File: config.mk
export PLATFORM = sky130hd
export DESIGN_NAME = i2c_irq_bank
export DESIGN_NICKNAME = d
export VERILOG_FILES = /design/src/rtl/i2c_irq_pkg.sv /design/src/rtl/i2c_irq_status.sv /design/src/rtl/i2c_irq_mask.sv /design/src/rtl/i2c_irq_timeout.sv /design/src/rtl/i2c_irq_bank.sv
export SDC_FILE = /design/constraint.sdc
export NUM_CORES = 1
export LEC_CHECK = 0
export BUFFER_PORTS_ARGS = -buffer_cell sky130_fd_sc_hd__buf_2
export CORE_ASPECT_RATIO = 0.5
export CORE_MARGIN = 4
export CORE_UTILIZATION = 40
export CTS_BUF_LIST = sky130_fd_sc_hd__clkbuf_2 sky130_fd_sc_hd__clkbuf_4 sky130_fd_sc_hd__clkbuf_8
export CTS_CLUSTER_DIAMETER = 60
export DETAILED_ROUTE_END_ITERATION = 6
export GPL_TIMING_DRIVEN = 1
export PLACE_DENSITY_LB_ADDON = 0.05
export SLEW_MARGIN = 20
export SYNTH_ARGS = -nofsm -noshare
export SYNTH_HDL_FRONTEND = slang
export SYNTH_SLANG_ARGS = --single-unit
File: constraint.sdc
create_clock -name clk_i -period 3.8 [get_ports clk_i]
set_input_delay 0.76 -clock clk_i [delete_from_list [all_inputs] [get_ports clk_i]]
set_output_delay 0.76 -clock clk_i [all_outputs]
set_load 0.01 [all_outputs]
File: src/rtl/i2c_irq_pkg.sv
package i2c_irq_pkg;

  localparam int unsigned DATA_W  = 32;
  localparam int unsigned ADDR_W  = 6;
  localparam int unsigned NUM_SRC = 10;
  localparam int unsigned TMO_W   = 8;

  // byte offsets, word aligned; order fixed by the controller register map
  localparam int unsigned OFF_STATUS  = 'h10;
  localparam int unsigned OFF_TIMEOUT = 'h1C;
  localparam int unsigned OFF_MASK    = 'h20;
  localparam int unsigned OFF_UNMASK  = 'h24;
  localparam int unsigned OFF_SETMASK = 'h28;

  typedef enum int unsigned {
    SRC_DONE     = 0,
    SRC_DATA     = 1,
    SRC_NACK     = 2,
    SRC_TMO      = 3,
    SRC_TGT_RDY  = 4,
    SRC_RX_OVF   = 5,
    SRC_TX_OVF   = 6,
    SRC_RX_UNF   = 7,
    SRC_ARB_LOST = 9
  } irq_src_e;

  localparam logic [NUM_SRC-1:0] SRC_IMPL =
      (NUM_SRC'(1) << SRC_DONE)    | (NUM_SRC'(1) << SRC_DATA)   |
      (NUM_SRC'(1) << SRC_NACK)    | (NUM_SRC'(1) << SRC_TMO)    |
      (NUM_SRC'(1) << SRC_TGT_RDY) | (NUM_SRC'(1) << SRC_RX_OVF) |
      (NUM_SRC'(1) << SRC_TX_OVF)  | (NUM_SRC'(1) << SRC_RX_UNF) |
      (NUM_SRC'(1) << SRC_ARB_LOST);

endpackage

File: src/rtl/i2c_irq_status.sv
module i2c_irq_status #(
  parameter int unsigned       NUM_SRC = 10,
  parameter logic [NUM_SRC-1:0] IMPL   = '1
) (
  input  logic               clk_i,
  input  logic               rst_ni,
  input  logic [NUM_SRC-1:0] event_i,
  input  logic [NUM_SRC-1:0] clr_i,
  output logic [NUM_SRC-1:0] status_o
);

  logic unused_lanes;
  assign unused_lanes = ^((event_i | clr_i) & ~IMPL);

  for (genvar i = 0; i < NUM_SRC; i++) begin : g_lane
    if (IMPL[i]) begin : g_impl
      logic st_q;
      // set dominates clear
      always_ff @(posedge clk_i or negedge rst_ni) begin
        if (!rst_ni)         st_q <= 1'b0;
        else if (event_i[i]) st_q <= 1'b1;
        else if (clr_i[i])   st_q <= 1'b0;
      end
      assign status_o[i] = st_q;
    end else begin : g_rsvd
      assign status_o[i] = 1'b0;
    end
  end

endmodule

File: src/rtl/i2c_irq_mask.sv
module i2c_irq_mask #(
  parameter int unsigned       NUM_SRC = 10,
  parameter logic [NUM_SRC-1:0] IMPL   = '1
) (
  input  logic               clk_i,
  input  logic               rst_ni,
  input  logic [NUM_SRC-1:0] unmask_i,
  input  logic [NUM_SRC-1:0] setmask_i,
  output logic [NUM_SRC-1:0] mask_o
);

  logic unused_lanes;
  assign unused_lanes = ^((unmask_i | setmask_i) & ~IMPL);

  for (genvar i = 0; i < NUM_SRC; i++) begin : g_lane
    if (IMPL[i]) begin : g_impl
      logic m_q;
      always_ff @(posedge clk_i or negedge rst_ni) begin
        if (!rst_ni)           m_q <= 1'b1;
        else if (setmask_i[i]) m_q <= 1'b1;
        else if (unmask_i[i])  m_q <= 1'b0;
      end
      assign mask_o[i] = m_q;
    end else begin : g_rsvd
      assign mask_o[i] = 1'b0;
    end
  end

endmodule

File: src/rtl/i2c_irq_timeout.sv
module i2c_irq_timeout #(
  parameter int unsigned     TMO_W   = 8,
  parameter logic [TMO_W-1:0] TMO_RST = '1
) (
  input  logic             clk_i,
  input  logic             rst_ni,
  input  logic             we_i,
  input  logic [TMO_W-1:0] wdata_i,
  output logic [TMO_W-1:0] tmo_o
);

  always_ff @(posedge clk_i or negedge rst_ni) begin
    if (!rst_ni)   tmo_o <= TMO_RST;
    else if (we_i) tmo_o <= wdata_i;
  end

endmodule

File: src/rtl/i2c_irq_bank.sv
module i2c_irq_bank
  import i2c_irq_pkg::*;
#(
  parameter int unsigned        P_DATA_W  = DATA_W,
  parameter int unsigned        P_ADDR_W  = ADDR_W,
  parameter int unsigned        P_NUM_SRC = NUM_SRC,
  parameter int unsigned        P_TMO_W   = TMO_W,
  parameter logic [P_TMO_W-1:0] P_TMO_RST = '1,
  parameter logic [P_NUM_SRC-1:0] P_IMPL  = SRC_IMPL
) (
  input  logic                 clk_i,
  input  logic                 rst_ni,
  input  logic                 reg_we_i,
  input  logic [P_ADDR_W-1:0]  reg_addr_i,
  input  logic [P_DATA_W-1:0]  reg_wdata_i,
  output logic [P_DATA_W-1:0]  reg_rdata_o,
  input  logic [P_NUM_SRC-1:0] hw_event_i,
  output logic                 irq_o
);

  localparam logic [P_ADDR_W-1:0] A_STATUS  = P_ADDR_W'(OFF_STATUS);
  localparam logic [P_ADDR_W-1:0] A_TIMEOUT = P_ADDR_W'(OFF_TIMEOUT);
  localparam logic [P_ADDR_W-1:0] A_MASK    = P_ADDR_W'(OFF_MASK);
  localparam logic [P_ADDR_W-1:0] A_UNMASK  = P_ADDR_W'(OFF_UNMASK);
  localparam logic [P_ADDR_W-1:0] A_SETMASK = P_ADDR_W'(OFF_SETMASK);

  logic                 st_wr, tmo_wr, unm_wr, setm_wr;
  logic [P_NUM_SRC-1:0] wr_bits;
  logic [P_NUM_SRC-1:0] status_q, mask_q;
  logic [P_TMO_W-1:0]   tmo_q;

  localparam int unsigned HI_W = (P_DATA_W > P_NUM_SRC) ? P_DATA_W : P_NUM_SRC + 1;
  logic unused_wdata;
  assign unused_wdata = ^{1'b0, HI_W'(reg_wdata_i) >> P_NUM_SRC};

  assign wr_bits = reg_wdata_i[P_NUM_SRC-1:0];
  assign st_wr   = reg_we_i && (reg_addr_i == A_STATUS);
  assign tmo_wr  = reg_we_i && (reg_addr_i == A_TIMEOUT);
  assign unm_wr  = reg_we_i && (reg_addr_i == A_UNMASK);
  assign setm_wr = reg_we_i && (reg_addr_i == A_SETMASK);

  i2c_irq_status #(
    .NUM_SRC (P_NUM_SRC),
    .IMPL    (P_IMPL)
  ) status_i (
    .clk_i    (clk_i),
    .rst_ni   (rst_ni),
    .event_i  (hw_event_i & P_IMPL),
    .clr_i    (st_wr ? wr_bits : '0),
    .status_o (status_q)
  );

  i2c_irq_mask #(
    .NUM_SRC (P_NUM_SRC),
    .IMPL    (P_IMPL)
  ) mask_i (
    .clk_i     (clk_i),
    .rst_ni    (rst_ni),
    .unmask_i  (unm_wr ? wr_bits : '0),
    .setmask_i (setm_wr ? wr_bits : '0),
    .mask_o    (mask_q)
  );

  i2c_irq_timeout #(
    .TMO_W   (P_TMO_W),
    .TMO_RST (P_TMO_RST)
  ) timeout_i (
    .clk_i   (clk_i),
    .rst_ni  (rst_ni),
    .we_i    (tmo_wr),
    .wdata_i (reg_wdata_i[P_TMO_W-1:0]),
    .tmo_o   (tmo_q)
  );

  // write-only and unmapped offsets read zero
  always_comb begin
    unique case (reg_addr_i)
      A_STATUS:  reg_rdata_o = P_DATA_W'(status_q);
      A_MASK:    reg_rdata_o = P_DATA_W'(mask_q);
      A_TIMEOUT: reg_rdata_o = P_DATA_W'(tmo_q);
      default:   reg_rdata_o = '0;
    endcase
  end

  assign irq_o = |(status_q & ~mask_q);

endmodule

== After elaboration in Yosys (flattened, before gate mapping) ==
Cells that the tools add are included.

* Register bits: 26
* Output and inout port bits: 33
* Memories: 0
* Logic and storage cells: 89
* ROM bits: 0
* Memory bits (writable): 0
* Bits in latches: 0
* Bits of input ports: 51

* Shift-type cells: 0
* Order comparisons: 0
* Divide/modulo/power cells: 0
* Reductions and logical operators: 23
* Bitwise operators: 2
* Add/subtract/negate cells: 0
* Equality and inequality tests: 5
* Multipliers: 0
* Mux-type cells: 40

{| class="wikitable"
|+ Operator list
! cell !! number
|-
| $mux 1 || 36
|-
| $reduce_bool 2->1 || 18
|-
| $mux 10 || 3
|-
| $pmux 10 s3 || 1
|-
| $eq 6x6->1 const B || 3
|-
| $eq 6x5->1 const B || 2
|-
| $and 10x10->10 || 1
|-
| $not 10->10 || 1
|-
| $reduce_or 10->1 || 1
|-
| $logic_and 1x1->1 || 4
|}

== Logic depth before layout (Yosys ltp) ==
* Depth in word-level cells: 5
* Mapped depth: 5
* Gate-level depth less buffers: 3

== Hierarchy ==
Synthesis repeated with hierarchy kept, for this count alone.

* Cells, all modules: 197
* Area total of the unflattened synthesis: 1900.6 µm²

{| class="wikitable"
|+ By module, submodules not included
! module !! area an instance (µm²) !! times used !! cells an instance !! seq. area each (µm²)
|-
| i2c_irq_bank || 737.0 || 1 || 104 || 0.0
|-
| i2c_irq_mask || 416.6 || 1 || 38 || 236.5
|-
| i2c_irq_status || 405.4 || 1 || 38 || 225.2
|-
| i2c_irq_timeout || 341.6 || 1 || 17 || 210.2
|}

== Worst setup path after synthesis ==
Ideal clock, no wire load.

* Path kind: input port to output port
* Start point: input port reg_addr_i[4]
* End point: output port reg_rdata_o[0]
* Arrival time: 1741 ps
* Buffers on the path: 2
* Stages on the path: 5
* Path slack: 1299 ps
* Cells stage by stage: nor4b_2 buf_2 and2_1 buf_4 a221o_1

* Longest elaborated chain between the ends: 2
* Elaborated cells between the ends (all ways): 4

{| class="wikitable"
|+ Ends and longest elaborated chain
! what !! RTL line !! text
|-
| start, declared || i2c_irq_bank.sv:14 || <nowiki>input logic [P_ADDR_W-1:0] reg_addr_i,</nowiki>
|-
| $eq 6x5->1 / $eq 6x6->1 (equally long branches) || i2c_irq_bank.sv:77 || <nowiki>unique case (reg_addr_i)</nowiki>
|-
| $pmux 10 s3 (*) || i2c_irq_bank.sv:77 ||
|-
| end, declared || i2c_irq_bank.sv:16 || <nowiki>output logic [P_DATA_W-1:0] reg_rdata_o,</nowiki>
|}

Mark *: on every way between the ends. The rest lies on a longest branch, timed or not.

== Worst setup path in the final report ==
* Start point: input port reg_addr_i[5]
* End point: output port reg_rdata_o[1]

Same word-level chain as after synthesis.

==> out/qor.yml <==
outcome:
  run_status: "finished, final reports clean"
final_layout:
  drive_above_1_share_pct: 32.3
  final_common_cell: "buf_2"
  final_cell_mix: "buf_2, conb_1, dfstp_2"
  area_growth_pct: 11.7
  antenna_cells: 0
  nNetsFinal: 247
routing:
  routed_via_density: 5.29
  post-route-drc-count: 0
  dr.pass1.iters: 4
  drtAntennaViolNets: 0
  drt_iter0_drc: 64
  vias: 1316
  wl_per_cell_um: 16.7
  wl_mm: 4.17
grt:
  grt_pass1_wl_mm: 6.83
  grt_pass1_vias: 1321
  grt.overflow.total: 0
  antenna_found_initial: 0
  grt_start_max_net_pins: 27
  grt_usage_pct: 17.1
setup_path:
  crit_chain: "buf_2 > nor4b_2 > buf_4 > and2_1 > a221o_1 > buf_2"
  crit_required_ps: 3040
  crit_buf_inv: 3
  worst_path_largest_cell_delay_ps: 430
  cp-end-kind: "output port"
  cp_common_cell: "buf_2"
  cpMaxStageDelayCell: "and2_1"
  cp_max_fo: 12
  worstSetupPathType: "in2out"
  worstPathArrival_ps: 2180
  cp-start-kind: "input pin"
  crit_family: "simple AND/OR/NAND/NOR gates"
synthesis:
  ys_async_sr_fraction_pct: 100
  synth_cells: 163
  synth_area_mm2: 0.00162
  yosys.area.top_type: "dfstp_2"
  synth.area.top_cells: "dfstp_2, dfrtp_1, buf_4"
  yosysWarnings: 0
  synth_edf_count: 0
  synthDistinctLibCells: 34
  ys.flop_type: "dfstp_2"
  ys_seq_area_share_pct: 41.4
  synth_top_area_share_pct: 27.5
  ys_ff_latch: 26
  avgSynthCellArea_um2: 9.96
die:
  core_area_mm2: 0.00390
  start_util_pct: 41.6
  rows: 16
  die_y_um: 53.0
  die_area_mm2: 0.00520
  die_width_um: 98.1
  io_pins: 84
power_and_ir_drop:
  fin_total_pwr_mw: 0.563
  p_leak_nw: 0.764
  ir_drop_mv: 0.188
  p_per_area_mw_per_mm2: 311
sta:
  fin_hold_ws_ps: 484
  maxSlewViolCount: 0
  fin_crit_sh_pct: 77.4
  hold_violations: 0
  rsz0062_at_grt: "no"
  clock_skew_ps: 0
  worst_pin_slew_ps: 859
  fin_tns_setup_ps: 0
  fmax_mhz: 340
  slew_headroom_pct: 42.5
  setup_viol: 0
  fin_crit_ps: 2940
min_path:
  holdCritPathClass: "in2async"
cts:
  cts_tree: "done"
  cts_sinks: 26
  clkLatencyLatePin_ps: 270
  hold_buffers: 0
  clk_pin_slew_ps: 90
  ctsHtreeMaxLevel: 1
  postCtsResizedCells: 0
  ctsRootBufferMaster: "clkbuf_8"
  clockBufferDepth: 2
  cts_inserted_buffers: 3
  cts_setup_buffers: 0
placed_design:
  gp_congestion: 0.764
  portBuffers: 36
  hpwlAfterDp_mm: 2.88
run:
  drv_cap: 0
==> per-layer routing <==
| metal | vias to the layer above | share of wire (%) | GRT usage, % |
|---|---|---|---|
| met2 | 66 | 43 | 28.6 |
| met1 | 621 | 46 | 23.1 |
| met5 | - | 0 | 0 |
| met3 | 2 | 11 | 4.74 |
| met4 | 0 | 0.19 | 2.07 |
| li1 | 627 | - | - |
==> power breakdown <==
part / switching (mW) / internal (mW)
logic: 0.0501 / 0.0251
registers: 0.00612 / 0.298
clock network: 0.0909 / 0.0928
==> logic make-up after synthesis <==
| kind of cell | Yosys count | share of synthesized area (%) |
|---|---|---|
| other | 1 | 0.231 |
| buffers and inverters | 41 | 15.5 |
| muxes | 8 | 5.55 |
| AOI/OAI and AO/OA | 40 | 19.6 |
| DFF | 26 | 41.4 |
| and+or+nand+nor | 47 | 17.7 |
==> worst paths after layout <==
path,from,end,slack [ps],cells past startpoint
hold / removal,rst_ni,status_i.g_lane[5].g_impl.st_q$_DFFE_PN0P_,480,1
setup / recovery,reg_addr_i[5],reg_rdata_o[1],860,6
setup reg to reg,mask_i.g_lane[5].g_impl.m_q$_DFFE_PN1P_,mask_i.g_lane[5].g_impl.m_q$_DFFE_PN1P_,2880,2
min in group clk_i,mask_i.g_lane[1].g_impl.m_q$_DFFE_PN1P_,mask_i.g_lane[1].g_impl.m_q$_DFFE_PN1P_,500,2
hold reg to reg,mask_i.g_lane[1].g_impl.m_q$_DFFE_PN1P_,mask_i.g_lane[1].g_impl.m_q$_DFFE_PN1P_,500,2
max in group asynchronous,rst_ni,status_i.g_lane[3].g_impl.st_q$_DFFE_PN0P_,2920,1
==> per-stage QoR <==
stage / utilization [%] / instances / setup slack [ps] / area (um^2)
2_1_floorplan: - / 185 / 1300 / 1710
5_1_grt: 46.4 / 249 / 753 / 1810
4_1_cts: 46.4 / 249 / 865 / 1810
3_3_place_gp: 45.0 / 245 / 842 / 1760
6_report: 46.4 / 249 / 859 / 1810
3_5_place_dp: 45.0 / 245 / 877 / 1760
==> synthesized netlist by cell type, types with 3 or more instances <==
library cell,instances
buf_4,24
dfstp_2,17
a21o_1,9
and3_1,9
dfrtp_1,9
nand2_1,9
nand4_1,9
a221o_1,8
mux2_1,8
inv_1,7
buf_2,6
o32ai_1,6
a21oi_1,5
nand3_1,5
a31oi_1,4
clkbuf_1,3
nor2_1,3
nor2b_1,3
==> layout make-up <==
| cell class | instances | area (um^2) |
|---|---|---|
| fillers | 382 | 2090 |
| multi-input cells | 118 | 782 |
| flip-flops and latches | 26 | 672 |
| repair buffers | 40 | 210 |
| well taps | 54 | 67.6 |
| clock buffers | 4 | 55.1 |
| inverters | 7 | 26.3 |
==> registers in the layout, indices dropped and copies added (netlist names) <==
signal	cells
mask_i.g_lane.g_impl.m_q	9
status_i.g_lane.g_impl.st_q	9
timeout_i.tmo_o	8
Power figures use the tool's default switching activity.
